## src/rtl/sram_ctrl_pkg.sv

```systemverilog
`timescale 1ns/1ps
package sram_ctrl_pkg;

  typedef enum logic [3:0] {
    ST_IDLE,
    ST_RD_SETUP,
    ST_RD_SAMPLE,
    ST_WR_SETUP,
    ST_WR_PULSE,
    ST_WR_RECOVER,
    ST_TURN,
    ST_SLEEP,
    ST_WAKE
  } ctrl_state_e;

  // Round a nanosecond minimum up to whole clock cycles.
  function automatic int ns_to_cyc(input int ns, input int period);
    return (ns + period - 1) / period;
  endfunction

  function automatic int max2(input int a, input int b);
    return (a > b) ? a : b;
  endfunction

endpackage

```

## src/rtl/sram_dly_cnt.sv

```systemverilog
`timescale 1ns/1ps
module sram_dly_cnt #(
  parameter int CNT_W = 4
) (
  input  logic             clk,
  input  logic             rst_n,
  input  logic             load,
  input  logic [CNT_W-1:0] load_val,
  output logic             zero
);

  logic [CNT_W-1:0] cnt_q;
  logic [CNT_W-1:0] cnt_d;
  logic             cnt_en;

  always_comb begin
    cnt_en = load || (cnt_q != '0);
    cnt_d  = load ? load_val : (cnt_q - 1'b1);
  end

  always_ff @(posedge clk or negedge rst_n) begin
    if (!rst_n) begin
      cnt_q <= '0;
    end else if (cnt_en) begin
      cnt_q <= cnt_d;
    end
  end

  assign zero = (cnt_q == '0);

endmodule

```

## src/rtl/sram_seq_fsm.sv

```systemverilog
`timescale 1ns/1ps
module sram_seq_fsm
  import sram_ctrl_pkg::*;
#(
  parameter int N_RC  = 6,
  parameter int N_WS  = 1,
  parameter int N_WP  = 4,
  parameter int N_WR  = 1,
  parameter int N_HZ  = 2,
  parameter int CNT_W = 4
) (
  input  logic             clk,
  input  logic             rst_n,
  input  logic             req,
  input  logic             req_write,
  input  logic             sleep_req,
  input  logic             cnt_zero,
  output ctrl_state_e      state_q,
  output ctrl_state_e      state_d,
  output logic             cnt_load,
  output logic [CNT_W-1:0] cnt_val,
  output logic             accept
);

  always_comb begin
    state_d  = state_q;
    cnt_load = 1'b0;
    cnt_val  = '0;
    accept   = 1'b0;
    unique case (state_q)
      ST_IDLE: begin
        if (sleep_req) begin
          state_d = ST_SLEEP;
        end else if (req) begin
          accept   = 1'b1;
          cnt_load = 1'b1;
          if (req_write) begin
            state_d = ST_WR_SETUP;
            cnt_val = CNT_W'(N_WS - 1);
          end else begin
            state_d = ST_RD_SETUP;
            cnt_val = CNT_W'(N_RC - 2);
          end
        end
      end
      ST_RD_SETUP: if (cnt_zero) state_d = ST_RD_SAMPLE;
      ST_RD_SAMPLE: begin
        state_d  = ST_TURN;
        cnt_load = 1'b1;
        cnt_val  = CNT_W'(N_HZ - 1);
      end
      ST_TURN: if (cnt_zero) state_d = ST_IDLE;
      ST_WR_SETUP: begin
        if (cnt_zero) begin
          state_d  = ST_WR_PULSE;
          cnt_load = 1'b1;
          cnt_val  = CNT_W'(N_WP - 1);
        end
      end
      ST_WR_PULSE: begin
        if (cnt_zero) begin
          state_d  = ST_WR_RECOVER;
          cnt_load = 1'b1;
          cnt_val  = CNT_W'(N_WR - 1);
        end
      end
      ST_WR_RECOVER: if (cnt_zero) state_d = ST_IDLE;
      ST_SLEEP: begin
        if (!sleep_req) begin
          state_d  = ST_WAKE;
          cnt_load = 1'b1;
          cnt_val  = CNT_W'(N_RC - 1);
        end
      end
      ST_WAKE: if (cnt_zero) state_d = ST_IDLE;
      default: state_d = ST_IDLE;
    endcase
  end

  always_ff @(posedge clk or negedge rst_n) begin
    if (!rst_n) begin
      state_q <= ST_IDLE;
    end else begin
      state_q <= state_d;
    end
  end

endmodule

```

## src/rtl/sram_pin_drv.sv

```systemverilog
`timescale 1ns/1ps
module sram_pin_drv
  import sram_ctrl_pkg::*;
#(
  parameter int ADDR_W = 20,
  parameter int DATA_W = 8
) (
  input  logic              clk,
  input  logic              rst_n,
  input  ctrl_state_e       state_q,
  input  ctrl_state_e       state_d,
  input  logic              accept,
  input  logic [ADDR_W-1:0] req_addr,
  input  logic [DATA_W-1:0] req_wdata,
  input  logic [DATA_W-1:0] mem_dq_in,
  output logic [ADDR_W-1:0] mem_addr,
  output logic              mem_cs_n,
  output logic              mem_cs,
  output logic              mem_we_n,
  output logic              mem_oe_n,
  output logic [DATA_W-1:0] mem_dq_out,
  output logic              mem_dq_oe,
  output logic [DATA_W-1:0] rdata,
  output logic              ack
);

  logic in_access, in_read, cs_n_d, cs_d, we_n_d, oe_n_d, dq_oe_d, ack_d, cap_en;

  // Pins are a registered function of the next state: glitch-free edges.
  always_comb begin
    in_read   = (state_d == ST_RD_SETUP) || (state_d == ST_RD_SAMPLE);
    in_access = in_read || (state_d == ST_WR_SETUP) ||
                (state_d == ST_WR_PULSE) || (state_d == ST_WR_RECOVER);
    cs_n_d    = !in_access;
    cs_d      = (state_d != ST_SLEEP);
    we_n_d    = (state_d != ST_WR_PULSE);
    oe_n_d    = !in_read;
    dq_oe_d   = (state_d == ST_WR_SETUP) || (state_d == ST_WR_PULSE);
    cap_en    = (state_q == ST_RD_SAMPLE);
    ack_d     = cap_en || ((state_q == ST_WR_RECOVER) && (state_d == ST_IDLE));
  end

  always_ff @(posedge clk or negedge rst_n) begin
    if (!rst_n) begin
      mem_cs_n  <= 1'b1;
      mem_cs    <= 1'b1;
      mem_we_n  <= 1'b1;
      mem_oe_n  <= 1'b1;
      mem_dq_oe <= 1'b0;
      ack       <= 1'b0;
    end else begin
      mem_cs_n  <= cs_n_d;
      mem_cs    <= cs_d;
      mem_we_n  <= we_n_d;
      mem_oe_n  <= oe_n_d;
      mem_dq_oe <= dq_oe_d;
      ack       <= ack_d;
    end
  end

  always_ff @(posedge clk or negedge rst_n) begin
    if (!rst_n) begin
      mem_addr   <= '0;
      mem_dq_out <= '0;
    end else if (accept) begin
      mem_addr   <= req_addr;
      mem_dq_out <= req_wdata;
    end
  end

  always_ff @(posedge clk or negedge rst_n) begin
    if (!rst_n) begin
      rdata <= '0;
    end else if (cap_en) begin
      rdata <= mem_dq_in;
    end
  end

endmodule

```

## src/rtl/sram_async_ctrl.sv

```systemverilog
`timescale 1ns/1ps
module sram_async_ctrl
  import sram_ctrl_pkg::*;
#(
  parameter int ADDR_W        = 20,
  parameter int DATA_W        = 8,
  parameter int CLK_PERIOD_NS = 10,
  parameter int T_RC_NS       = 55,
  parameter int T_WC_NS       = 55,
  parameter int T_WP_NS       = 40,
  parameter int T_AW_NS       = 50,
  parameter int T_DW_NS       = 25,
  parameter int T_HZ_NS       = 20
) (
  input  logic              clk,
  input  logic              rst_n,
  input  logic              host_req,
  input  logic              host_write,
  input  logic [ADDR_W-1:0] host_addr,
  input  logic [DATA_W-1:0] host_wdata,
  input  logic              host_sleep,
  output logic              host_ack,
  output logic [DATA_W-1:0] host_rdata,
  output logic [ADDR_W-1:0] mem_addr,
  output logic              mem_cs_n,
  output logic              mem_cs,
  output logic              mem_we_n,
  output logic              mem_oe_n,
  output logic [DATA_W-1:0] mem_dq_out,
  output logic              mem_dq_oe,
  input  logic [DATA_W-1:0] mem_dq_in
);

  localparam int N_RC  = max2(2, ns_to_cyc(T_RC_NS, CLK_PERIOD_NS));
  localparam int N_WP  = max2(1, ns_to_cyc(T_WP_NS, CLK_PERIOD_NS));
  localparam int N_AW  = ns_to_cyc(T_AW_NS, CLK_PERIOD_NS);
  localparam int N_DW  = ns_to_cyc(T_DW_NS, CLK_PERIOD_NS);
  localparam int N_WC  = ns_to_cyc(T_WC_NS, CLK_PERIOD_NS);
  localparam int N_HZ  = max2(1, ns_to_cyc(T_HZ_NS, CLK_PERIOD_NS));
  localparam int N_WS  = max2(1, max2(N_AW, N_DW) - N_WP);
  localparam int N_WR  = max2(1, N_WC - N_WS - N_WP);
  localparam int N_MAX = max2(max2(N_RC, N_WP), max2(max2(N_WS, N_WR), N_HZ));
  localparam int CNT_W = $clog2(N_MAX + 1);

  ctrl_state_e      state_q, state_d;
  logic             cnt_load, cnt_zero, accept;
  logic [CNT_W-1:0] cnt_val;

  sram_seq_fsm #(
    .N_RC(N_RC), .N_WS(N_WS), .N_WP(N_WP), .N_WR(N_WR), .N_HZ(N_HZ), .CNT_W(CNT_W)
  ) u_fsm (
    .clk(clk), .rst_n(rst_n), .req(host_req), .req_write(host_write),
    .sleep_req(host_sleep), .cnt_zero(cnt_zero), .state_q(state_q),
    .state_d(state_d), .cnt_load(cnt_load), .cnt_val(cnt_val), .accept(accept)
  );

  sram_dly_cnt #(.CNT_W(CNT_W)) u_cnt (
    .clk(clk), .rst_n(rst_n), .load(cnt_load), .load_val(cnt_val), .zero(cnt_zero)
  );

  sram_pin_drv #(.ADDR_W(ADDR_W), .DATA_W(DATA_W)) u_pins (
    .clk(clk), .rst_n(rst_n), .state_q(state_q), .state_d(state_d),
    .accept(accept), .req_addr(host_addr), .req_wdata(host_wdata),
    .mem_dq_in(mem_dq_in), .mem_addr(mem_addr), .mem_cs_n(mem_cs_n),
    .mem_cs(mem_cs), .mem_we_n(mem_we_n), .mem_oe_n(mem_oe_n),
    .mem_dq_out(mem_dq_out), .mem_dq_oe(mem_dq_oe), .rdata(host_rdata),
    .ack(host_ack)
  );

endmodule

```

## config.mk

```make
export PLATFORM = sky130hd
export DESIGN_NAME = sram_async_ctrl
export DESIGN_NICKNAME = d
export VERILOG_FILES = /design/src/rtl/sram_ctrl_pkg.sv /design/src/rtl/sram_dly_cnt.sv /design/src/rtl/sram_seq_fsm.sv /design/src/rtl/sram_pin_drv.sv /design/src/rtl/sram_async_ctrl.sv
export SDC_FILE = /design/constraint.sdc
export NUM_CORES = 1
export LEC_CHECK = 0
export ABC_CLOCK_PERIOD_IN_PS = 2350
export BUFFER_PORTS_ARGS = -buffer_cell sky130_fd_sc_hd__buf_2
export CAP_MARGIN = 20
export CORE_MARGIN = 10
export CORE_UTILIZATION = 45
export DETAILED_ROUTE_END_ITERATION = 8
export MAX_ROUTING_LAYER = met4
export PLACE_DENSITY_LB_ADDON = 0.1
export SYNTH_ARGS = -nofsm -noshare
export SYNTH_HDL_FRONTEND = slang
export SYNTH_SLANG_ARGS = --single-unit
```

## constraint.sdc

```tcl
create_clock -name clk -period 2.35 [get_ports clk]
set_input_delay 0.705 -clock clk [delete_from_list [all_inputs] [get_ports clk]]
set_output_delay 0.705 -clock clk [all_outputs]
set_load 0.02 [all_outputs]
```

==> results of run 1 <==
cells in the mapped netlist:
cell type and instances:
o41ai_1 1, a211oi_1 1, buf_4 4, nor3_1 2, xor2_1 1, and4_1 1, xnor2_1 2, a21oi_1 3
buf_6 4, nand3_1 2, o211ai_1 2, o21ai_0 2, nand2b_2 1, a2111oi_4 2, nor4_1 1, inv_2 2
nor3b_2 1, dfstp_2 4, nor3_2 1, a31oi_1 2, mux2_1 32, a21o_1 1, a31o_2 1, or2b_4 1
buf_2 2, nor3_4 1, and3_4 1, a21bo_1 1, a21oi_2 2, nor2_1 6, o21ai_1 1, a2111o_1 1
nand4_1 1, or3_4 1, nand2b_1 2, ha_1 2, a22oi_1 1, or4_4 1, o22ai_1 2, mux2_2 4
nand3_2 1, and4b_1 1, dfrtp_1 45, nand2_1 9, inv_1 7
metrics by stage:
| stage | cells | instance area [µm²] | worst slack [ns] |
|---|---|---|---|
| floorplan | 166 | 2230 | 0.434 |
| global placement | 310 | 2690 | 0.277 |
| detailed placement | 310 | 2690 | 0.241 |
| CTS | 318 | 2800 | 0.206 |
| global route | 318 | 2800 | 0.0458 |
| finish | 318 | 2800 | 0.178 |
cell families after synthesis:
family	share of synthesized area (%)
AO/OA/AOI/OAI	9.13
XOR/XNOR	1.18
adder cells (fa/ha/maj)	1.12
buffers and inverters	5.32
flip-flops	55.1
multiplexers	18.2
AND/OR/NAND/NOR	9.97
critical path, cell delays in order, from the launching register on:
cell and delay (ns):
dfrtp_1 0.40, inv_1 0.06, ha_1 0.14, ha_1 0.48, o22ai_1 0.17, a2111o_1 0.53
nand3_2 0.10, a21bo_1 0.20
per-layer routing:
metal / vias to the layer above / share of wire [%] / track usage [%]
li1: 761 / - / -
met1: 740 / 44 / 14.3
met2: 60 / 47 / 20.5
met3: 7 / 6.9 / 4.24
met4: 0 / 1.3 / 4.38
met5: - / 0 / -
where the power goes:
group          switching, µW  internal (µW)  leakage (µW)
Sequential               256           1260      0.000592
Combinational           1150            818      0.000728
Clock                    282            322     0.0000558
registers in the layout, summed over array words and instances, names as in the netlist, 3 cells and up:
| register | count |
|---|---|
| u_pins.mem_addr | 20 |
| u_pins.rdata | 8 |
| u_cnt.cnt_q | 3 |
| u_pins.mem_dq_out | 8 |
| u_fsm.state_q | 4 |
final cells by class:
cell class                      count  area [µm²]
Clock buffer                        6        72.6
Tap cell                           67        83.8
Multi-Input combinational cell     98         883
Sequential cell                    49        1230
Timing Repair Buffer               87         460
Clock inverter                      2        38.8
Fill cell                         424        1950
Inverter                            9        33.8
worst min path at each step:
stage | end | slack [ns] | startpoint
after detailed placement | u_pins.mem_dq_out[7]$_DFFE_PN0P_ | 0.47 | u_pins.mem_dq_out[7]$_DFFE_PN0P_
after CTS | u_pins.mem_dq_out[5]$_DFFE_PN0P_ | 0.39 | rst_n
after floorplan | u_cnt.cnt_q[0]$_DFFE_PN0P_ | 0.41 | rst_n
final | u_pins.mem_addr[14]$_DFFE_PN0P_ | 0.37 | rst_n
after global routing | u_pins.mem_addr[14]$_DFFE_PN0P_ | 0.39 | rst_n
after global placement | u_pins.mem_addr[12]$_DFFE_PN0P_ | 0.46 | u_pins.mem_addr[12]$_DFFE_PN0P_
==> metrics.yaml, run 1 <==
outcome: "finished, final reports clean"
hp-class: "primary input to asynchronous set/reset pin"
cts_sinks: 49
die_h_um: 90.5
syn-num-nets: 209
setup_violations: 0
tightest_slew_ns: 0.527
synthCells: 166
place_congestion: 0.839
row_count: 25
cp-startpoint: "u_cnt.cnt_q[0]$_DFFE_PN0P_"
synthTopCellsByArea: "dfrtp_1 (50%), mux2_1 (16%), dfstp_2 (4.7%), a2111oi_4 (2.5%), buf_6 (2.0%)"
seq_area_frac_synth_pct: 55.1
path_clk_slew_ns: 0.09
final_common_cell: "buf_2"
fin_setup_tns_ns: 0
core_area_um2: 4750
antenna_found_initial: 0
worst_setup_path_start_kind: "flip-flop"
netlist.area_leader.share_pct: 50.4
htreeDepth: 2
ioPinCount: 83
drc: 0
syn2layout_area_growth_pct: 25.5
max_freq_mhz: 460
dieWidth_um: 90.5
synth_cell_types: 45
routed_wire_length_per_instance_um: 15.7
holdWs_ns: 0.370
grt_overflow: 0
clock_tree.root_cell: "clkbuf_8"
routed_wl_um: 4990
avgSynthCellArea_um2: 13.5
fin_crit_sh_pct: 92.4
rsz0062_at_grt: "no"
ys_seq_elements: 49
reg2reg_from: "u_cnt.cnt_q[0]$_DFFE_PN0P_"
ant_nets: 0
layout-drive-gt1-share_pct: 47.0
syn_area_um2: 2230
pwr_density_cell_nw_per_um2: 1460
cts_made_buffers: 5
nets: 293
post_cts_resized: 0
clock_latency_ns: 0.30
io_buffers: 82
layout_common_cells: "buf_2 (82), dfrtp_1 (45), mux2_1 (32)"
power_uw: 4090
ctsHoldBuffers: 0
worstReg2RegEnd: "u_pins.mem_dq_oe$_DFF_PN0_"
slew_headroom_pct: 64.8
grt_max_degree: 33
yosysWarnings: 0
end_kind: "flip-flop"
cp_max_fo: 14
required_ns: 2.54
fin_skew_ns: 0.00770
rrSetupSlack_ns: 0.18
floorplan.initialDensity_pct: 47.0
vdd_drop_max_v: 0.000648
power.leakage_uw: 0.00138
endpoint: "u_pins.mem_dq_oe$_DFF_PN0_"
grt_pass1_wl_um: 8270
hold_violations: 0
first_global_vias: 1693
drv_cap: 0
num_antenna_cells: 0
dr_total_vias: 1568
avgViaCountPerCell: 4.93
cts_tree: "done"
min_period_ns: 2.17
drt_iter0_markers: 73
first_pass_iters: 4
drv_slew: 0
crit_type: "flip-flop to flip-flop"
dieArea_um2: 8180
crit_arrival_ns: 2.37
fin_util_pct: 59.0
hpwl_um: 3840
post_cts_buffers: 0
reg2reg_depth: 7
track_usage_pct: 12.7
clk_path_buf_depth: 2
yosys.area.top_type: "dfrtp_1"
No activity file was read; power rests on OpenSTA's default activity.
==> inputs of run 2 (changes only) <==
Settings changed: RECOVER_POWER set to 50.
==> metrics.yaml, run 2 (same netlist as run 1, synthesis figures left out) <==
grt_max_degree: 33  # unchanged
worst_setup_path_start_kind: "flip-flop"
htreeDepth: 2  # unchanged
fin_util_pct: 58.2  # -0.74 points
avgViaCountPerCell: 4.92  # -0.32%
slew_headroom_pct: 17.5  # -47 points
io_buffers: 82  # unchanged
crit_arrival_ns: 2.37  # about the same
layout.cells.non_filler: 318  # unchanged
cts_tree: "done"
hold_violations: 0  # unchanged
ioPinCount: 83  # unchanged
dieWidth_um: 90.5  # unchanged
worst-path-buf-inv: 1  # unchanged
power.leakage_uw: 0.00130  # -5.6%
rsz0062_at_grt: "no"
clock_tree.root_cell: "clkbuf_8"
dr_total_vias: 1563  # -0.32%
drv_cap: 0  # unchanged
fin_skew_ns: 0.00780  # +0.0000996 ns
grt_pass1_wl_um: 8270  # unchanged
nets: 293  # unchanged
dieArea_um2: 8180  # unchanged
path_clk_slew_ns: 0.09  # about the same
clk_path_buf_depth: 2  # unchanged
required_ns: 2.54  # about the same
first_pass_iters: 4  # unchanged
largest_register_ff_count: 20  # unchanged
pre_cts_ws_ns: 0.241  # unchanged
cp-startpoint: "u_cnt.cnt_q[0]$_DFFE_PN0P_"
dp_cells: 310  # unchanged
routed_wire_length_per_instance_um: 15.7  # -0.18%
fillers: 441  # +4.0%
reg2reg_depth: 7  # unchanged
crit_cells: 7  # unchanged
core_area_um2: 4750  # unchanged
cts_sinks: 49  # unchanged
row_count: 25  # unchanged
ctsHoldBuffers: 0  # unchanged
die_h_um: 90.5  # unchanged
top_register: "u_pins.mem_addr"
tightest_slew_ns: 1.24  # +0.710 ns
pwr_density_cell_nw_per_um2: 1460  # +0.19%
drv_slew: 0  # unchanged
first_global_vias: 1693  # unchanged
endpoint: "u_pins.mem_dq_oe$_DFF_PN0_"
clock_latency_ns: 0.30  # about the same
reg.largest.list: "u_pins.mem_addr: 20 flops, u_pins.mem_dq_out: 8 flops, u_pins.rdata: 8 flops"
grt_overflow: 0  # unchanged
worstPathCellList: "inv_1 > ha_1 > ha_1 > o22ai_1 > a2111o_1 > nand3_2 > a21bo_1"
cp_slowest_cell: "a2111o_1"
outcome: "finished, final reports clean"
final_area_um2: 2770  # -1.2%
max_freq_mhz: 459  # -0.36%
min_period_ns: 2.18  # +0.00787 ns
crit_type: "flip-flop to flip-flop"
place_congestion: 0.839  # unchanged
post_cts_buffers: 0  # unchanged
layout-drive-gt1-share_pct: 37.5  # -9.6 points
vdd_drop_max_v: 0.000636  # -1.8%
routed_wl_um: 4980  # -0.18%
floorplan.initialDensity_pct: 47.0  # unchanged
path_delay_family: "compound AO/OA/AOI/OAI gates"
track_usage_pct: 12.7  # unchanged
setup_violations: 0  # unchanged
layout_common_cells: "buf_2 (60), dfrtp_1 (45), mux2_1 (32)"
fin_setup_tns_ns: 0  # unchanged
end_kind: "flip-flop"
syn2layout_area_growth_pct: 24.0
finalWorstSetupSlack_ns: 0.170  # -0.00787 ns
hpwl_um: 3840  # unchanged
final_common_cell: "buf_2"
antenna_found_initial: 0  # unchanged
num_antenna_cells: 0  # unchanged
drc: 0  # unchanged
drt_iter0_markers: 89  # +22%
cts_made_buffers: 5  # unchanged
rrSetupSlack_ns: 0.17  # about the same
reg2reg_from: "u_cnt.cnt_q[0]$_DFFE_PN0P_"
fin_crit_sh_pct: 92.8  # +0.33 points
cp_max_fo: 14  # unchanged
post_cts_resized: 0  # unchanged
ant_nets: 0  # unchanged
hp-class: "flip-flop to flip-flop"
worstReg2RegEnd: "u_pins.mem_dq_oe$_DFF_PN0_"
slowest_delay_ns: 0.53  # about the same
dpl_cell_area_um2: 2690  # unchanged
cpMostUsedCell: "ha_1"
-- run 2: cell types whose count changed in the layout (fill, tap and decap cells not counted) --
cell / delta
clkbuf_1: +24
buf_4: -2
buf_2: -22
-- run 2: power breakdown --
group | internal (µW) | total (µW) | switching [µW]
logic | 766 | 1920 | 1150
clock network | 322 | 603 | 282
registers | 1260 | 1520 | 261
-- run 2: cell type report --
type | count | area, µm² | share of cell area (%)
Timing Repair Buffer | 87 | 425 | 15.4
Multi-Input combinational cell | 98 | 883 | 31.9
Clock buffer | 6 | 72.6 | 2.62
Inverter | 9 | 33.8 | 1.22
Tap cell | 67 | 83.8 | 3.03
Sequential cell | 49 | 1230 | 44.5
Clock inverter | 2 | 38.8 | 1.40
-- run 2: worst min path at each step --
stage                                startpoint                               end  slack [ns]  cells after the start
2_1_floorplan                             rst_n        u_cnt.cnt_q[0]$_DFFE_PN0P_        0.41                      0
4_1_cts                                   rst_n  u_pins.mem_dq_out[5]$_DFFE_PN0P_        0.39                      1
3_5_place_dp   u_pins.mem_dq_out[7]$_DFFE_PN0P_  u_pins.mem_dq_out[7]$_DFFE_PN0P_        0.47                      1
5_1_grt             u_pins.rdata[4]$_DFFE_PN0P_       u_pins.rdata[4]$_DFFE_PN0P_        0.51                      1
3_3_place_gp    u_pins.mem_addr[12]$_DFFE_PN0P_   u_pins.mem_addr[12]$_DFFE_PN0P_        0.46                      1
6_report        u_pins.mem_addr[14]$_DFFE_PN0P_   u_pins.mem_addr[14]$_DFFE_PN0P_        0.48                      1
-- run 2: layer usage --
metal / GRT usage [%] / routed length (µm) / vias to the layer above / share of wire (%)
li1: - / - / 759 / -
met3: 4.24 / 341 / 7 / 6.9
met5: - / 0 / - / 0
met4: 4.38 / 65 / 0 / 1.3
met2: 20.5 / 2360 / 58 / 47
met1: 14.3 / 2210 / 739 / 44
-- run 2: through the flow --
step | total power, µW | hold slack (ns)
6_report | 4050 | 0.484
5_1_grt | 4350 | 0.508
4_1_cts | 4150 | 0.388
3_5_place_dp | 3530 | 0.469
3_3_place_gp | 3510 | 0.463
2_1_floorplan | 2940 | 0.409
